[config.mk]
export PLATFORM = sky130hd
export DESIGN_NAME = blank_sync_gen
export DESIGN_NICKNAME = d
export VERILOG_FILES = /design/src/rtl/blank_sync_state.sv /design/src/rtl/blank_sync_delay.sv /design/src/rtl/blank_sync_hold.sv /design/src/rtl/blank_sync_gen.sv
export SDC_FILE = /design/constraint.sdc
export NUM_CORES = 1
export LEC_CHECK = 0
export BUFFER_PORTS_ARGS = -buffer_cell sky130_fd_sc_hd__buf_4
export CAP_MARGIN = 20
export CORE_UTILIZATION = 41
export DETAILED_ROUTE_END_ITERATION = 7
export GPL_ROUTABILITY_DRIVEN = 0
export HOLD_SLACK_MARGIN = 0.03
export PLACE_DENSITY = 0.71
export SLEW_MARGIN = 20
export SYNTH_ARGS = -nofsm -noshare
export SYNTH_HDL_FRONTEND = slang
export SYNTH_SLANG_ARGS = --single-unit
[constraint.sdc]
create_clock -name clk -period 8.87 [get_ports clk]
set_input_delay 1.774 -clock clk [delete_from_list [all_inputs] [get_ports clk]]
set_output_delay 1.774 -clock clk [all_outputs]
set_load 0.01 [all_outputs]
[src/rtl/blank_sync_state.sv]
module blank_sync_state (
   input  logic clk,
   input  logic rst,
   input  logic sclk_en,
   input  logic line_active,
   input  logic frame_active,
   output logic frame_inact,
   output logic clk_dis
);
   // Both flags are registered on the serial edge; reset leaves them inactive.
   always_ff @(posedge clk) begin
      if (rst) begin
         frame_inact <= 1'b1;
         clk_dis     <= 1'b1;
      end else if (sclk_en) begin
         frame_inact <= ~frame_active;
         clk_dis     <= ~line_active;
      end
   end
endmodule

[src/rtl/blank_sync_delay.sv]
module blank_sync_delay #(
   parameter int unsigned SR_LEN = 9,
   localparam int unsigned SEL_W = $clog2(SR_LEN)
) (
   input  logic             clk,
   input  logic             rst,
   input  logic             sclk_en,
   input  logic             din,
   input  logic [SEL_W-1:0] sel,
   output logic             tap
);
   logic [SR_LEN-1:0] sr;

   // Stage j holds din as it was j+1 serial edges ago.
   always_ff @(posedge clk) begin
      if (rst)          sr <= '1;
      else if (sclk_en) sr <= {sr[SR_LEN-2:0], din};
   end

   assign tap = sr[sel];
endmodule

[src/rtl/blank_sync_hold.sv]
module blank_sync_hold #(
   parameter int unsigned LT_W = 12
) (
   input  logic            clk,
   input  logic            rst,
   input  logic            upd,
   input  logic            tap,
   input  logic            frame_inact,
   input  logic            interlace,
   input  logic            even_field,
   input  logic [LT_W-1:0] extra,
   output logic            blank
);
   logic            armed;
   logic            holding;
   logic [LT_W-1:0] cnt;

   always_ff @(posedge clk) begin
      if (rst) begin
         blank   <= 1'b1;
         armed   <= 1'b0;
         holding <= 1'b0;
         cnt     <= '0;
      end else if (upd) begin
         if (frame_inact && interlace && even_field) armed <= 1'b1;
         if (holding) begin
            if (tap) begin
               holding <= 1'b0;
               blank   <= 1'b1;
            end else if (cnt <= LT_W'(1)) begin
               holding <= 1'b0;
               blank   <= 1'b0;
            end else begin
               cnt <= cnt - LT_W'(1);
            end
         end else if (blank && !tap && armed && (extra != '0)) begin
            holding <= 1'b1;
            cnt     <= extra;
            armed   <= 1'b0;
         end else begin
            blank <= tap;
            if (blank && !tap) armed <= 1'b0;
         end
      end
   end
endmodule

[src/rtl/blank_sync_gen.sv]
module blank_sync_gen #(
   parameter int unsigned LT_W          = 12,
   parameter int unsigned DLY_TAPS      = 8,
   parameter bit          QUARTER_PHASE = 1'b1
) (
   input  logic            clk,
   input  logic            rst,
   input  logic            sclk_en,
   input  logic            line_active,
   input  logic            frame_active,
   input  logic [3:0]      blank_ctl,
   input  logic            interlace,
   input  logic            even_field,
   input  logic [LT_W-1:0] line_time,
   input  logic [LT_W-1:0] backporch,
   input  logic [LT_W-1:0] half_sync,
   output logic            frame_inact,
   output logic            clk_dis,
   output logic            blank
);
   localparam int unsigned SR_LEN = DLY_TAPS + 1;
   localparam int unsigned SEL_W  = $clog2(SR_LEN);
   localparam int unsigned SW     = LT_W + 2;

   if (DLY_TAPS < 8) begin : g_bad_taps
      $error("DLY_TAPS must cover a whole-cycle lag of nine");
   end
   if (LT_W < 2) begin : g_bad_width
      $error("LT_W too small");
   end

   logic             tap;
   logic             upd;
   logic [SEL_W-1:0] sel;
   logic [SW-1:0]    half_w;
   logic [SW-1:0]    sub_w;
   logic [LT_W-1:0]  extra;

   // Tap index is the lag minus one: stage 0 already lags by one serial cycle.
   assign sel = SEL_W'({1'b0, blank_ctl[3:1]}) + SEL_W'(1) - SEL_W'(blank_ctl[0]);

   // Interlace extra hold, clamped at zero when the difference goes negative.
   assign half_w = SW'(line_time >> 1);
   assign sub_w  = SW'(backporch) + (SW'(half_sync) << 1);
   assign extra  = (half_w > sub_w) ? LT_W'(half_w - sub_w) : '0;

   if (QUARTER_PHASE) begin : g_qtr
      logic sclk_en_d;
      always_ff @(posedge clk) begin
         if (rst) sclk_en_d <= 1'b0;
         else     sclk_en_d <= sclk_en;
      end
      assign upd = sclk_en_d;
   end else begin : g_edge
      assign upd = sclk_en;
   end

   blank_sync_state u_state (
      .clk         (clk),
      .rst         (rst),
      .sclk_en     (sclk_en),
      .line_active (line_active),
      .frame_active(frame_active),
      .frame_inact (frame_inact),
      .clk_dis     (clk_dis)
   );

   blank_sync_delay #(.SR_LEN(SR_LEN)) u_delay (
      .clk    (clk),
      .rst    (rst),
      .sclk_en(sclk_en),
      .din    (clk_dis),
      .sel    (sel),
      .tap    (tap)
   );

   blank_sync_hold #(.LT_W(LT_W)) u_hold (
      .clk        (clk),
      .rst        (rst),
      .upd        (upd),
      .tap        (tap),
      .frame_inact(frame_inact),
      .interlace  (interlace),
      .even_field (even_field),
      .extra      (extra),
      .blank      (blank)
   );
endmodule

; ---- Word level (Yosys, flattened, before mapping)
; Cells that the tools add are included.
; W data, S select, Z words.
[totals]
elab_cells = 51
out_inout_bits = 3
inputBits = 47
ff_bits = 27
[classes]
n_bitwise = 2
n_reduce_logical = 10
n_lt_le_gt_ge = 3
addsub = 5
muxes = 19
eq_ne = 4
[ops]
columns = cell, n
row1 = $mux W12, 5
row2 = $add A12 B13 Y14, 1
row3 = $gt A11 B14 Y1, 1
row4 = $mux W1, 13
row5 = $le A12 B1 Y1 const B, 1
row6 = $reduce_bool A12 Y1, 1
row7 = $sub A11 B12 Y12, 1
row8 = $sub A12 B1 Y12 const B, 1
row9 = $logic_and A1 B1 Y1, 5
row10 = $lt A4 B5 Y1 const B, 1
row11 = $add A3 B1 Y4 const B, 1
row12 = $bmux W1 S4, 1
row13 = $ne A2 B2 Y1 const B, 2
row14 = $reduce_and A4 Y1, 1
row15 = $sub A4 B1 Y4, 1
row16 = $ne A3 B2 Y1 const B, 1
row17 = $reduce_and A3 Y1, 1
row18 = $ne A2 B1 Y1 const B, 1
row19 = $not A1 Y1, 2
row20 = $reduce_bool A2 Y1, 1
row21 = $logic_not A1 Y1, 1

; ---- Longest topological paths before layout
[depth]
ltp_word = 10
depth_mapped = 19
ltp_nobuf = 18

; ---- Cells and area by module
; Synthesis repeated with hierarchy kept, for this count alone.
[hier_totals]
hier_cells = 336
hier_area_um2 = 2756.4
[modules_own_cells]
columns = module, area_each_um2, n_inst, seq_area_each_um2, cells_per_inst
row1 = blank_sync_gen, 1292.5, 1, 20.0, 167
row2 = blank_sync_hold, 975.9, 1, 300.3, 122
row3 = blank_sync_delay, 412.9, 1, 180.2, 39
row4 = blank_sync_state, 75.1, 1, 40.0, 8

; ---- Worst setup path before layout
; No wires, ideal clock.
[synth_timing]
path_type = input-to-reg
startpoint = input backporch[1]
endpoint = register u_hold.cnt[9]
arrival_ns = 5.322
stages = 19
path_slack_ns = 3.462
required_time_ns = 8.784
n_path_buf = 2
setup_time_ns = 0.086
path_cell_list = ha_1 inv_1 fa_1 nand2b_1 a21oi_1 nor2b_1 xor2_1 ha_1 buf_6 a21o_1 a311o_2 mux2i_1 nor4_2 nor4_2 a21o_4 o21ai_4 buf_6 nand3_2 a221oi_2
[synth_via]
elab_chain_cells = 7
word_cells_on_any_way = 10
classes_between = 2 x add/sub / 1 x order compare / 3 x mux / 4 x reduce/logical
[synth_lines]
columns = element, line_no
row1 = "start, declared", blank_sync_gen.sv:15  ; input logic [LT_W-1:0] backporch,
row2 = $add A12 B13 Y14 (*), blank_sync_gen.sv:44  ; assign sub_w = SW'(backporch) + (SW'(half_sync) << 1);
row3 = $sub A11 B12 Y12 or $gt A11 B14 Y1 (tied branches), blank_sync_gen.sv:45  ; assign extra = (half_w > sub_w) ? LT_W'(half_w - sub_w) : '0;
row4 = $mux W12 (*), blank_sync_gen.sv:45
row5 = $reduce_bool A12 Y1, blank_sync_hold.sv:36  ; end else if (blank && !tap && armed && (extra != '0)) begin
row6 = $logic_and A1 B1 Y1, blank_sync_hold.sv:36
row7 = $reduce_bool A2 Y1 (no line), -
row8 = $reduce_and A4 Y1 (no line), -
row9 = "end signal, assigned", blank_sync_hold.sv:34  ; cnt <= cnt - LT_W'(1);
row10 = "end signal, assigned", blank_sync_hold.sv:38  ; cnt <= extra;
row11 = "end, declared", blank_sync_hold.sv:16  ; logic [LT_W-1:0] cnt;
; Mark *: on every way between the ends. The rest lies on a longest branch, timed or not. The select of a mux whose other input is x is not followed.
; A chain may end at the register's enable or synchronous reset.

; ---- Worst setup path in the final report
[layout_timing]
startpoint = input backporch[1]
endpoint = register u_hold.cnt[10]
; Same word-level chain as after synthesis.

==> results.toml <==
[detailed_routing]
routedWlPerCell_um = 14.7
drt-met1-wl_mm = 3.17
vias = 2767
highest_layer = "met4"
wl_met2_mm = 3.29
wl_met3_um = 229
drt_iter0_drc = 256
drc = 0
drt-pass1-iter-count = 5
routed_wl_mm = 6.80
vias_per_cell = 5.98
antenna_left = 0

[pwr]
comb_power_share_pct = 51.6
p_int_w = 0.000252
ir_drop_uv = 47.1
power_density_nw_per_um2 = 131
p_total_w = 0.000422
p_leak_nw = 1.31
netSwitchingPower_w = 0.000170
p_clk_share_pct = 17.3
switching_share_pct = 40.4
seqPwrFrac_pct = 31.2

[logic_synthesis]
synth_ff_type = "dfxtp_1"
yosys-top-cells-area = "dfxtp_1, ha_1, a21oi_1"
synthCells = 349
synth_edf_count = 0
ys_types = 66
async_reset_ff_share_pct = 0
synth_common_cells = "dfxtp_1, ha_1, nor2_1"
synth_seq_cells = 27
synth_seq_area_share_pct = 19.4
syn_area_per_cell_um2 = 7.97
yosysTopAreaCell = "dfxtp_1"
synth_nets = 425
yosysTopAreaCellShare_pct = 19.4
netlist_area_um2 = 2780
synth_warnings = 0

[grt]
grt_pass1_vias = 2555
antenna_found_initial = 0
grt_first_pass_wirelength_mm = 11.6
track_usage_pct = 19.6
grt_start_max_net_pins = 34
grt_overflow_total = 0

[clock_network]
post_cts_resized = 0
cts_setup_buffers = 0
clock-sinks = 27
root_buffer = "clkbuf_8"
cts_hold_buf = 0
path_clk_slew_ns = 0.10
clock_latency_ns = 0.28
clock_path_buffers = 2
cts_tree = "yes"
cts.htree.levels = 1
cts_buffers = 3

[die]
fp-row-count = 29
die_h_um = 84.4
die_w_um = 84.4
die-area_um2 = 7120
start_util_pct = 43.1
io_pins = 50
core_um2 = 6460

[worst_setup_path]
cp_cell_sequence = "buf_4 > ha_1 > inv_1 > fa_1 > nand2b_1 > a21oi_1 > nor2b_1 > xor2_1 > ha_1 > a21o_1 > a311o_2 > mux2i_1 > nor4_2 > nor4_2 > a21o_4 > o21ai_4 > nand2_1 > o31ai_1"
end_kind = "flip-flop"
r2r-start = "u_delay.sr[7]"
path_buf_inv = 2
slowest_stage = "o21ai_4"
worstSetupPathType = "input pin to flip-flop"
critPathLaunch = "backporch[1]"
slowest_delay_ns = 0.41
cp_max_fo = 15
crit_required_ns = 9.07
critical_path.top_delay_family = "compound AO/OA/AOI/OAI gates"
worstPathArrival_ns = 6.15
critPathLaunchType = "input pin"

[outcome]
status = "complete, no violations"

[timing]
hold_viol_final = 0
timing.fmax_ghz = 0.168
final.period_utilization_pct = 67.1
slew_violations = 0
rsz0062_at_grt = "false"
slew_headroom_pct = 39.9
final.min_clock_period_ns = 5.95
fin_skew_ns = 0.00462
setup_viol = 0
fin_tns_setup_ns = 0
tightest_slew_ns = 0.893

[finish]
fill_cells = 632
regArea_um2 = 541
fin_nets = 463
drive_gt1_share_pct = 17.9
finalNonFillerCells = 463
areaGrowthSynthToFinish_pct = 15.5
post-route-util_pct = 49.8
n_antenna_cell = 0
multi_input_area_um2 = 2090

[placement]
dp_hpwl_mm = 5.29
place_inst = 459
port_buffers = 48

[worst_hold_path]
hold_path_class = "flip-flop to flip-flop"
worstHoldStart = "u_delay.sr[7]"

[run]
drv_cap = 0
final cells by class:
class	instances	area share [%]
clock buffer	3	1.28
timing repair buffer	48	11.2
sequential	27	16.8
clock inverter	1	0.234
inverter	21	2.45
tap	77	3.00
multi-input combinational	286	65.0
cell families after synthesis:
| kind of cell | after synthesis | synth area share [%] |
|---|---|---|
| and+or+nand+nor | 120 | 22.7 |
| muxes | 6 | 2.74 |
| AOI/OAI and AO/OA | 120 | 32.3 |
| DFF | 27 | 19.4 |
| buffers and inverters | 36 | 5.76 |
| xor gates and xnor gates | 11 | 3.46 |
| adders and majority gates | 29 | 13.6 |
worst paths after layout:
path / endpoint / slack [ns] / cells past startpoint
worst min-delay path: u_delay.sr[8] / 0.49 / 1
worst max-delay path: u_hold.cnt[10] / 2.92 / 18
worst max register to register: u_hold.cnt[10] / 6.27 / 8
worst min register to register: u_delay.sr[8] / 0.49 / 1
stage by stage:
stage,worst slack [ns],instance area (um^2),hold WS (ns)
floorplan,3.46,2780,0.448
global placement,2.76,3160,0.470
detailed placement,2.66,3160,0.471
CTS,2.96,3210,0.494
global route,2.61,3210,0.517
finish,2.92,3210,0.490
layout by cell type (no fill, tap or decap), types with 3 or more instances in the layout:
cell type and count:
a211oi_1 5, nor2b_1 16, o22ai_1 3, nor3_1 12, or3_1 4, xor2_1 7, o21a_1 6, nand3_1 11
nor2_1 25, clkbuf_8 3, mux2i_1 4, ha_1 27, a311o_1 6, dfxtp_1 27, inv_1 21, a21o_1 8
o21ai_0 16, buf_4 48, nand2b_1 7, o31ai_1 8, nand2_1 23, o211ai_1 3, nor4_1 5, and3_1 4
a211o_1 10, a21oi_1 24, xnor2_1 4
worst reg2reg max path: cells and delay by family (launching register included):
| kind | cells | cell delay (ns) |
|---|---|---|
| and+or+nand+nor | 3 | 0.51 |
| DFF | 1 | 0.33 |
| AOI/OAI and AO/OA | 4 | 1.23 |
| muxes | 1 | 0.46 |
registers in the layout (all words and copies together) (netlist names):
| signal | count |
|---|---|
| u_state.clk_dis | 1 |
| u_delay.sr | 9 |
| u_state.frame_inact | 1 |
| u_hold.blank | 1 |
| u_hold.armed | 1 |
| u_hold.holding | 1 |
| g_qtr.sclk_en_d | 1 |
| u_hold.cnt | 12 |
metal layers:
metal	global-route usage [%]	vias up
met4	4.78	0
met5	0	-
met1	26.1	1296
met3	2.36	11
li1	-	1389
met2	33.8	71
power by group through the flow:
| stage | clock [W] | combinational, W | sequential [W] |
|---|---|---|---|
| 6_report | 0.0000728 | 0.000218 | 0.000131 |
| 5_1_grt | 0.0000797 | 0.000239 | 0.000132 |
| 4_1_cts | 0.0000740 | 0.000216 | 0.000131 |
| 3_5_place_dp | 0 | 0.000215 | 0.000134 |
| 3_3_place_gp | 0 | 0.000210 | 0.000134 |
| 2_1_floorplan | 0 | 0.000165 | 0.000131 |
No activity file was read; power rests on OpenSTA's default activity.
